### src/rtl/pib_pkg.sv
package pib_pkg;
  typedef enum logic {
    FULL_STALL = 1'b0,
    FULL_DROP  = 1'b1
  } full_policy_e;
endpackage

### src/rtl/pib_addr_cam.sv
module pib_addr_cam #(
  parameter int N_ENTRIES = 16,
  parameter int ADDR_W    = 26
) (
  input  logic [N_ENTRIES-1:0][ADDR_W-1:0] entry_addr_i,
  input  logic [N_ENTRIES-1:0]             entry_valid_i,
  input  logic                             key_valid_i,
  input  logic [ADDR_W-1:0]                key_i,
  output logic [N_ENTRIES-1:0]             match_o
);
  for (genvar g = 0; g < N_ENTRIES; g++) begin : g_cmp
    assign match_o[g] = key_valid_i & entry_valid_i[g] & (entry_addr_i[g] == key_i);
  end
endmodule

### src/rtl/pib_age_matrix.sv
module pib_age_matrix #(
  parameter int N_ENTRIES = 16
) (
  input  logic                 clk_i,
  input  logic                 rst_ni,
  input  logic [N_ENTRIES-1:0] alloc_i,
  input  logic [N_ENTRIES-1:0] req_i,
  output logic [N_ENTRIES-1:0] gnt_o
);
  // older_q[i][j]: slot i was allocated before slot j
  logic [N_ENTRIES-1:0][N_ENTRIES-1:0] older_q;

  for (genvar i = 0; i < N_ENTRIES; i++) begin : g_row
    for (genvar j = 0; j < N_ENTRIES; j++) begin : g_col
      if (i == j) begin : g_diag
        assign older_q[i][j] = 1'b0;
      end else begin : g_cell
        always_ff @(posedge clk_i or negedge rst_ni) begin
          if (!rst_ni)         older_q[i][j] <= 1'b0;
          else if (alloc_i[j]) older_q[i][j] <= 1'b1;
          else if (alloc_i[i]) older_q[i][j] <= 1'b0;
        end
      end
    end
  end

  for (genvar i = 0; i < N_ENTRIES; i++) begin : g_gnt
    logic [N_ENTRIES-1:0] beaten;
    for (genvar j = 0; j < N_ENTRIES; j++) begin : g_b
      assign beaten[j] = req_i[j] & older_q[j][i];
    end
    assign gnt_o[i] = req_i[i] & ~(|beaten);
  end
endmodule

### src/rtl/pib_free_pick.sv
module pib_free_pick #(
  parameter int N_ENTRIES = 16
) (
  input  logic [N_ENTRIES-1:0] free_i,
  output logic [N_ENTRIES-1:0] pick_o,
  output logic                 any_o
);
  assign pick_o = free_i & (~free_i + N_ENTRIES'(1));
  assign any_o  = |free_i;
endmodule

### src/rtl/prefetch_issue_buffer.sv
module prefetch_issue_buffer
  import pib_pkg::*;
#(
  parameter int N_ENTRIES = 16,
  parameter int ADDR_W    = 26
) (
  input  logic              clk_i,
  input  logic              rst_ni,
  input  logic              drop_mode_i,
  input  logic              pf_valid_i,
  input  logic [ADDR_W-1:0] pf_addr_i,
  input  logic              pf_l1_hit_i,
  output logic              stall_o,
  input  logic              dm_valid_i,
  input  logic [ADDR_W-1:0] dm_addr_i,
  output logic              dm_inflight_o,
  output logic              req_valid_o,
  input  logic              req_ready_i,
  output logic [ADDR_W-1:0] req_addr_o,
  input  logic              fill_valid_i,
  input  logic [ADDR_W-1:0] fill_addr_i
);
  logic [N_ENTRIES-1:0]             valid_q, issued_q;
  logic [N_ENTRIES-1:0][ADDR_W-1:0] addr_q;

  logic [N_ENTRIES-1:0] pf_match, dm_match, fill_match;
  logic [N_ENTRIES-1:0] cancel_vec, free_vec, issue_vec, alloc_vec, cand_vec, gnt_vec, pick_vec;
  logic                 pf_miss, pf_merge, pf_same_dm, pf_need, full, any_free, alloc_en;
  full_policy_e         policy;

  assign policy = full_policy_e'(drop_mode_i);

  pib_addr_cam #(.N_ENTRIES(N_ENTRIES), .ADDR_W(ADDR_W)) u_cam_pf (
    .entry_addr_i (addr_q), .entry_valid_i (valid_q),
    .key_valid_i  (pf_valid_i), .key_i (pf_addr_i), .match_o (pf_match));

  pib_addr_cam #(.N_ENTRIES(N_ENTRIES), .ADDR_W(ADDR_W)) u_cam_dm (
    .entry_addr_i (addr_q), .entry_valid_i (valid_q),
    .key_valid_i  (dm_valid_i), .key_i (dm_addr_i), .match_o (dm_match));

  pib_addr_cam #(.N_ENTRIES(N_ENTRIES), .ADDR_W(ADDR_W)) u_cam_fill (
    .entry_addr_i (addr_q), .entry_valid_i (valid_q & issued_q),
    .key_valid_i  (fill_valid_i), .key_i (fill_addr_i), .match_o (fill_match));

  assign pf_miss    = pf_valid_i & ~pf_l1_hit_i;
  assign pf_merge   = |pf_match;
  assign pf_same_dm = dm_valid_i & (dm_addr_i == pf_addr_i);
  assign pf_need    = pf_miss & ~pf_merge & ~pf_same_dm;

  pib_free_pick #(.N_ENTRIES(N_ENTRIES)) u_free (
    .free_i (~valid_q), .pick_o (pick_vec), .any_o (any_free));

  assign full      = ~any_free;
  assign alloc_en  = pf_need & any_free;
  assign alloc_vec = pick_vec & {N_ENTRIES{alloc_en}};
  assign stall_o   = pf_need & full & (policy == FULL_STALL);

  // demand miss: unissued match is cancelled, issued match is reported
  assign cancel_vec    = dm_match & ~issued_q;
  assign dm_inflight_o = |(dm_match & issued_q);

  assign cand_vec = valid_q & ~issued_q & ~cancel_vec;

  pib_age_matrix #(.N_ENTRIES(N_ENTRIES)) u_age (
    .clk_i (clk_i), .rst_ni (rst_ni),
    .alloc_i (alloc_vec), .req_i (cand_vec), .gnt_o (gnt_vec));

  assign req_valid_o = |gnt_vec;
  assign issue_vec   = gnt_vec & {N_ENTRIES{req_ready_i}};

  always_comb begin
    req_addr_o = '0;
    for (int i = 0; i < N_ENTRIES; i++) begin
      if (gnt_vec[i]) req_addr_o = req_addr_o | addr_q[i];
    end
  end

  assign free_vec = cancel_vec | fill_match;

  for (genvar g = 0; g < N_ENTRIES; g++) begin : g_slot
    always_ff @(posedge clk_i or negedge rst_ni) begin
      if (!rst_ni) begin
        valid_q[g]  <= 1'b0;
        issued_q[g] <= 1'b0;
        addr_q[g]   <= '0;
      end else if (alloc_vec[g]) begin
        valid_q[g]  <= 1'b1;
        issued_q[g] <= 1'b0;
        addr_q[g]   <= pf_addr_i;
      end else if (free_vec[g]) begin
        valid_q[g]  <= 1'b0;
        issued_q[g] <= 1'b0;
      end else if (issue_vec[g]) begin
        issued_q[g] <= 1'b1;
      end
    end
  end
endmodule

### config.mk
export PLATFORM = sky130hd
export DESIGN_NAME = prefetch_issue_buffer
export DESIGN_NICKNAME = d
export VERILOG_FILES = /design/src/rtl/pib_pkg.sv /design/src/rtl/pib_addr_cam.sv /design/src/rtl/pib_age_matrix.sv /design/src/rtl/pib_free_pick.sv /design/src/rtl/prefetch_issue_buffer.sv
export SDC_FILE = /design/constraint.sdc
export NUM_CORES = 2
export LEC_CHECK = 0
export BUFFER_PORTS_ARGS = -buffer_cell sky130_fd_sc_hd__buf_2
export CAP_MARGIN = 25
export CELL_PAD_IN_SITES_DETAIL_PLACEMENT = 0
export CELL_PAD_IN_SITES_GLOBAL_PLACEMENT = 1
export CORE_MARGIN = 1
export CORE_UTILIZATION = 55
export CTS_CLUSTER_SIZE = 12
export DETAILED_ROUTE_END_ITERATION = 10
export GPL_TIMING_DRIVEN = 1
export PLACE_DENSITY_LB_ADDON = 0.1
export SETUP_SLACK_MARGIN = 0.02
export SKIP_LAST_GASP = 1
export SYNTH_ARGS = -nofsm -noshare
export SYNTH_HDL_FRONTEND = slang
export SYNTH_SLANG_ARGS = --single-unit
export TNS_END_PERCENT = 5
### constraint.sdc
create_clock -name clk_i -period 6.6 [get_ports clk_i]
set_clock_uncertainty 0.05 [all_clocks]
set_input_delay 0.66 -clock clk_i [delete_from_list [all_inputs] [get_ports clk_i]]
set_output_delay 0.66 -clock clk_i [all_outputs]
set_load 0.03 [all_outputs]
# Yosys cells after proc, flatten, opt, wreduce, memory -nomap -nowiden
# Index checks and enable logic that the tools add are counted.
dict set report totals {
  mem_bits_ro 0
  mem_bits_rw 0
  mem_count 0
  wordCells 1270
  input_bits 86
  latchBits 0
  regBits 688
}
dict set report classes {
  n_mux 352
  addsub 1
  div 0
  n_shift 0
  n_mul 0
  n_reduce_logical 172
  eq_ne 49
  bitwise 408
  magnitude_cmp 0
}
# cell count
set ops {}
lappend ops {{26-bit == test} 49}
lappend ops {{26-bit two-way mux} 16}
lappend ops {{26-bit bitwise OR} 15}
lappend ops {{1-bit bitwise AND} 359}
lappend ops {{1-bit two-way mux} 336}
lappend ops {{2-bit nonzero test} 136}
lappend ops {{15-bit OR reduction} 16}
lappend ops {{16-bit bitwise AND} 8}
lappend ops {{16-bit inverter} 4}
lappend ops {{16-bit OR reduction} 4}
lappend ops {{3-bit nonzero test} 16}
lappend ops {{1-bit inverter} 21}
lappend ops {{16-bit by 1-bit adder with 16-bit output, second input constant} 1}
lappend ops {{16-bit bitwise OR} 1}

# Longest topological paths before layout
dict set report logic_depth {
  word_depth 40
  depth_mapped 14
  depth_no_buf 9
}

# Modules after synthesis
# From an unflattened synthesis, not the netlist that was laid out.
dict set report unflattened {
  hier_cells 4172
  area_unflattened_um2 46236.8
}
# module cells_each seq_area_each_um2 instances area_per_inst_um2
set by_module_without_submodules {}
lappend by_module_without_submodules {prefetch_issue_buffer 1470 11210.8 1 20452.1}
lappend by_module_without_submodules {pib_addr_cam 630 0.0 3 5248.8}
lappend by_module_without_submodules {pib_age_matrix 784 6005.8 1 9841.9}
lappend by_module_without_submodules {pib_free_pick 28 0.0 1 196.4}

# Worst setup path after synthesis
# No wires, ideal clock.
dict set report synth_path {
  path_kind {input-to-output}
  start {input dm_addr_i[2]}
  end {output req_addr_o[12]}
  slack_ps 2300
  arrival_time_ps 3590
  n_path_buf 3
  required_time_ps 5890
  cell_stages 12
  path_cell_list {buf_4 -> xor2_1 -> or4_4 -> or4_4 -> buf_6 -> o211ai_2 -> o2111ai_1 -> nor4_4 -> buf_6 -> a22oi_1 -> o211ai_1 -> or4_1}
}
dict set report synth_between {
  elab_chain_len 40
  word_cells_on_any_way 354
  classes_between {16 x eq/ne; 16 x mux; 306 x bitwise; 16 x reduce/logical}
}
# item line
set synth_lines {}
lappend synth_lines {{start, declared} prefetch_issue_buffer.sv:15} ;# input logic [ADDR_W-1:0] dm_addr_i,
lappend synth_lines {{26-bit == test} pib_addr_cam.sv:12} ;# assign match_o[g] = key_valid_i & entry_valid_i[g] & (entry_addr_i[g] == key_i);
lappend synth_lines {{1-bit bitwise AND} pib_addr_cam.sv:12}
lappend synth_lines {{16-bit bitwise AND (*)} prefetch_issue_buffer.sv:59} ;# assign cancel_vec = dm_match & ~issued_q;
lappend synth_lines {{16-bit inverter (*)} prefetch_issue_buffer.sv:62} ;# assign cand_vec = valid_q & ~issued_q & ~cancel_vec;
lappend synth_lines {{16-bit bitwise AND (*)} prefetch_issue_buffer.sv:62}
lappend synth_lines {{1-bit bitwise AND} pib_age_matrix.sv:30} ;# assign beaten[j] = req_i[j] & older_q[j][i];
lappend synth_lines {{15-bit OR reduction} pib_age_matrix.sv:32} ;# assign gnt_o[i] = req_i[i] & ~(|beaten);
lappend synth_lines {{1-bit inverter} pib_age_matrix.sv:32}
lappend synth_lines {{[... 24 more ...]} --}
lappend synth_lines {{26-bit bitwise OR} prefetch_issue_buffer.sv:74} ;# if (gnt_vec[i]) req_addr_o = req_addr_o | addr_q[i];
lappend synth_lines {{26-bit two-way mux} prefetch_issue_buffer.sv:74}
lappend synth_lines {{26-bit bitwise OR} prefetch_issue_buffer.sv:74}
lappend synth_lines {{26-bit two-way mux} prefetch_issue_buffer.sv:74}
lappend synth_lines {{26-bit bitwise OR} prefetch_issue_buffer.sv:74}
lappend synth_lines {{26-bit two-way mux} prefetch_issue_buffer.sv:74}
lappend synth_lines {{26-bit bitwise OR} prefetch_issue_buffer.sv:74}
lappend synth_lines {{26-bit two-way mux (*)} prefetch_issue_buffer.sv:74}
lappend synth_lines {{end, declared} prefetch_issue_buffer.sv:19} ;# output logic [ADDR_W-1:0] req_addr_o,
# Mark *: on every way between the ends. The rest lies on a longest branch, timed or not.

# Final worst setup path
dict set report layout_path {
  start {input dm_addr_i[21]}
  end {output req_addr_o[18]}
}
# The elaborated chain is that of the path after synthesis.

==> summary.txt <==
Outcome
  • Status: finished with violations
  • Failing checks: negative setup slack

Layout
  • P&R area growth vs syn: 11.7%
  • Area of the multi-input gates: 0.0259 mm2
  • Fill count: 7045
  • Layout cells sized above 1: 21.1%
  • Flip-flop and latch area: between 0.015 and 0.02 mm2
  • Final nets: 4696
  • Fin util: 62.2%

Clock network
  • Root Buffer: clkbuf_16
  • # H-tree levels: 3
  • Reg clk slew, reported paths: 0.06 ns
  • Num Clock Sinks: 688
  • Worst-Skew Late Latency: between 0.6 and 0.7 ns
  • Post-CTS setup buffer count: 0
  • Longest Clk Path Bufs: 3
  • CTS tree: yes
  • CTS buffer count: 77

Logic synthesis
  • YS warnings: 0
  • Mapped Area: 0.0459 mm2
  • Cell count after synthesis: 4542
  • #FFs+latches synth: 688
  • Seq/Total Area, Yosys: 37.5%
  • Ys async rst share: 100%
  • Number of flops mapped to enable cells by yosys: 0
  • Synth Net Count: 4628
  • Main flop type after synthesis: dfrtp_1
  • Avg Cell Area, Syn: approximately 10 um2
  • Count of cell types in the netlist: 67

Floorplanning
  • Die Ht: 291 um
  • I/O pin cnt: 115
  • Number of placement rows: 105
  • Die X: ~290 um
  • Die ar.: 0.0846 mm2
  • Core Area: 0.0824 mm2
  • Initial core utilization: a little under three fifths

STA
  • Final period utilization: 105%
  • Final Hold Violating Endpoints: 0
  • RSZ-0062 raised after global routing: yes
  • Worst Tran Pin Value: 1.32 ns
  • Setup violators final: 9
  • Final worst slack: -0.331 ns
  • Fmax: 144 MHz
  • Max-slew headroom at the worst pin: 12.2%
  • Minimum clock period after layout: 6.93 ns
  • Final Max Tran Viols: 0

Place
  • Port buffer count: between 100 and 150
  • Routability Congestion: 1.14
  • Detailed placement HPWL: 172000 um
  • DP Worst Slack: 0.287 ns

Detailed routing
  • Via/cell ratio: between 7 and 8
  • DRC viols: 0
  • Via Count: ~43000
  • Detail Route Antenna Nets: 0
  • Wire length per cell: 43.6 um
  • First-pass DRT Iterations: 7
  • Routed wire length: 251000 um
  • Initial detailed-routing violation count: 7648

Global route
  • Grt total ovfl: 0
  • First-pass GRT wire length: around 340000 um
  • Vias in the first global route: 40700
  • Initial antenna violation count: 23
  • Global Route Usage Sum: 58.5%
  • Largest net degree at the start of global routing: roughly 160

Power
  • Max IR drop VDD: 0.349 mV
  • P_leak: about 23 nW
  • Pwr dens: a little under 400 mW/mm2

Critical path
  • Worst Path Max Fanout: 22
  • WP data required: 5.89 ns
  • CP Capture Type: output port
  • Startpoint Class: input pin
  • Arrival @ worst endpoint: between 6 and 7 ns
  • Critical path class: input pin to output port

Min path
  • Hold WC Path Type: input pin to flip-flop

Job
  • Max Cap Viol: 0
==> kinds of logic (layout without fill, tap and decap cells) <==
kind of cell / Yosys count / in the layout / share of synthesized area (%)
xor gates and xnor gates: 1274 / 1274 / 24.3
and+or+nand+nor: 777 / 777 / 9.92
AOI/OAI and AO/OA: 731 / 731 / 11.9
DFF: 688 / 688 / 37.5
buffers and inverters: 656 / 777 / 6.21
muxes: 416 / 416 / 10.2
other: 0 / 15 / 0
==> repair_timing <==
item,CTS,global route
hold endpoints to repair,10,0
gates resized for setup,0,1
hold buffers,1,0
setup endpoints to repair,0,4
==> critical path, cell delays in order <==
cell      delay (ns)
buf_2           0.62
xor2_1          0.15
nor4_1          0.60
nand3_1         0.37
buf_4           0.32
o21ai_0         0.63
buf_4           0.28
nand4b_1        0.18
nor4_4          0.08
buf_12          0.18
buf_4           0.21
a22oi_1         0.79
o211ai_1        0.22
or4_1           0.65
buf_2           0.22
==> synth_stat cells, types with 7 or more instances <==
| cell type | n | area, um2 |
|---|---|---|
| a21o_1 | 70 | 526 |
| clkbuf_1 | 162 | 608 |
| nor2_1 | 29 | 109 |
| o22ai_1 | 21 | 131 |
| xor2_1 | 965 | 8450 |
| or4_1 | 27 | 203 |
| buf_4 | 24 | 180 |
| a21oi_1 | 16 | 80.1 |
| nand4b_1 | 7 | 61.3 |
| nor4_4 | 12 | 255 |
| nand2_1 | 163 | 612 |
| o21bai_1 | 58 | 435 |
| nor3b_1 | 8 | 60.1 |
| o2111ai_1 | 39 | 342 |
| a22o_1 | 27 | 236 |
| xnor2_1 | 309 | 2710 |
| buf_2 | 165 | 826 |
| nor3_1 | 66 | 330 |
| inv_1 | 268 | 1010 |
| a22oi_1 | 106 | 796 |
| nand3_1 | 56 | 280 |
| o21ai_0 | 80 | 400 |
| mux2_2 | 414 | 4660 |
| buf_1 | 25 | 93.8 |
| a21bo_2 | 25 | 250 |
| nand4_1 | 127 | 795 |
| a31oi_1 | 7 | 43.8 |
| o211ai_1 | 235 | 1760 |
| dfrtp_1 | 688 | 17200 |
| nor4_1 | 241 | 1510 |
| buf_6 | 12 | 135 |
| nor2b_1 | 12 | 75.1 |
==> routing by layer <==
metal | track usage, % | up-vias | part of all wire, %
met5 | 0 | - | 0.031
li1 | - | 16000 | -
met1 | 71.5 | 21200 | 35
met2 | 75.6 | 4352 | 38
met3 | 32.1 | 1351 | 18
met4 | 44.7 | 10 | 9.8
==> path summary, 6_finish.rpt <==
| path | cells after the start | slack [ns] | end | startpoint |
|---|---|---|---|---|
| setup / recovery | 15 | -0.33 | req_addr_o[18] | dm_addr_i[21] |
| hold / removal | 2 | 0.40 | addr_q[69] | pf_addr_i[17] |
| setup reg to reg | 10 | 0.92 | u_age.older_q[43] | addr_q[336] |
| hold reg to reg | 2 | 0.43 | u_age.older_q[191] | u_age.older_q[191] |
| max in group asynchronous | 3 | 4.34 | u_age.older_q[173] | rst_ni |
| min in group asynchronous | 2 | 0.51 | addr_q[360] | rst_ni |
==> per-stage QoR <==
| stage | instances | hold slack, ns | cell area, um2 | power [mW] | TNS [ns] |
|---|---|---|---|---|---|
| floorplan | 4542 | 0.314 | 45900 | 11.4 | 0 |
| global placement | 5592 | 0.409 | 48500 | 14.9 | 0 |
| detailed placement | 5594 | 0.415 | 48500 | 15.0 | 0 |
| CTS | 5727 | 0.372 | 51100 | 19.5 | 0 |
| global route | 5734 | 0.389 | 51200 | 20.5 | -0.0732 |
| finish | 5748 | 0.402 | 51300 | 20.2 | -1.71 |
==> registers in the layout, summed over array words and instances, names as in the netlist <==
register,flops
valid_q,16
u_age.older_q,240
issued_q,16
addr_q,416
==> cells in the final DEF, fill, tap and decap left out, types with 10 or more instances in the layout <==
cell       count
clkbuf_8      18
or4_1         27
o2111ai_1     39
o22ai_1       21
a21o_1        70
nor4_1       239
nor2b_1       10
a21bo_2       25
buf_4        212
dfrtp_1      688
nor3_1        63
buf_12        47
o211ai_1     235
o21ai_0       78
clkbuf_16     78
mux2_2       414
o21bai_1      58
diode_2       15
nor2_1        28
a22o_1        27
inv_1        268
buf_2        113
a22oi_1      105
nor4_4        12
xnor2_1      309
clkbuf_1      15
nand3_1       55
a21oi_1       16
nand2_1      159
nand4_1      127
xor2_1       965
==> where the power goes <==
part           leakage, nW  internal [mW]  switching (mW)  total [mW]
combinational         13.3           3.05            4.85        7.91
clock                 1.27           2.61            1.95        4.56
sequential            8.63           5.36            2.39        7.75
==> layout make-up <==
type,count,area share (%)
Clock inverter,21,0.644
Timing Repair Buffer,377,6.15
Tap cell,1070,2.61
Antenna cell,15,0.0732
Inverter,268,1.96
Multi-Input combinational cell,3198,50.6
Clock buffer,111,4.40
Sequential cell,688,33.6
Power figures use the tool's default switching activity.
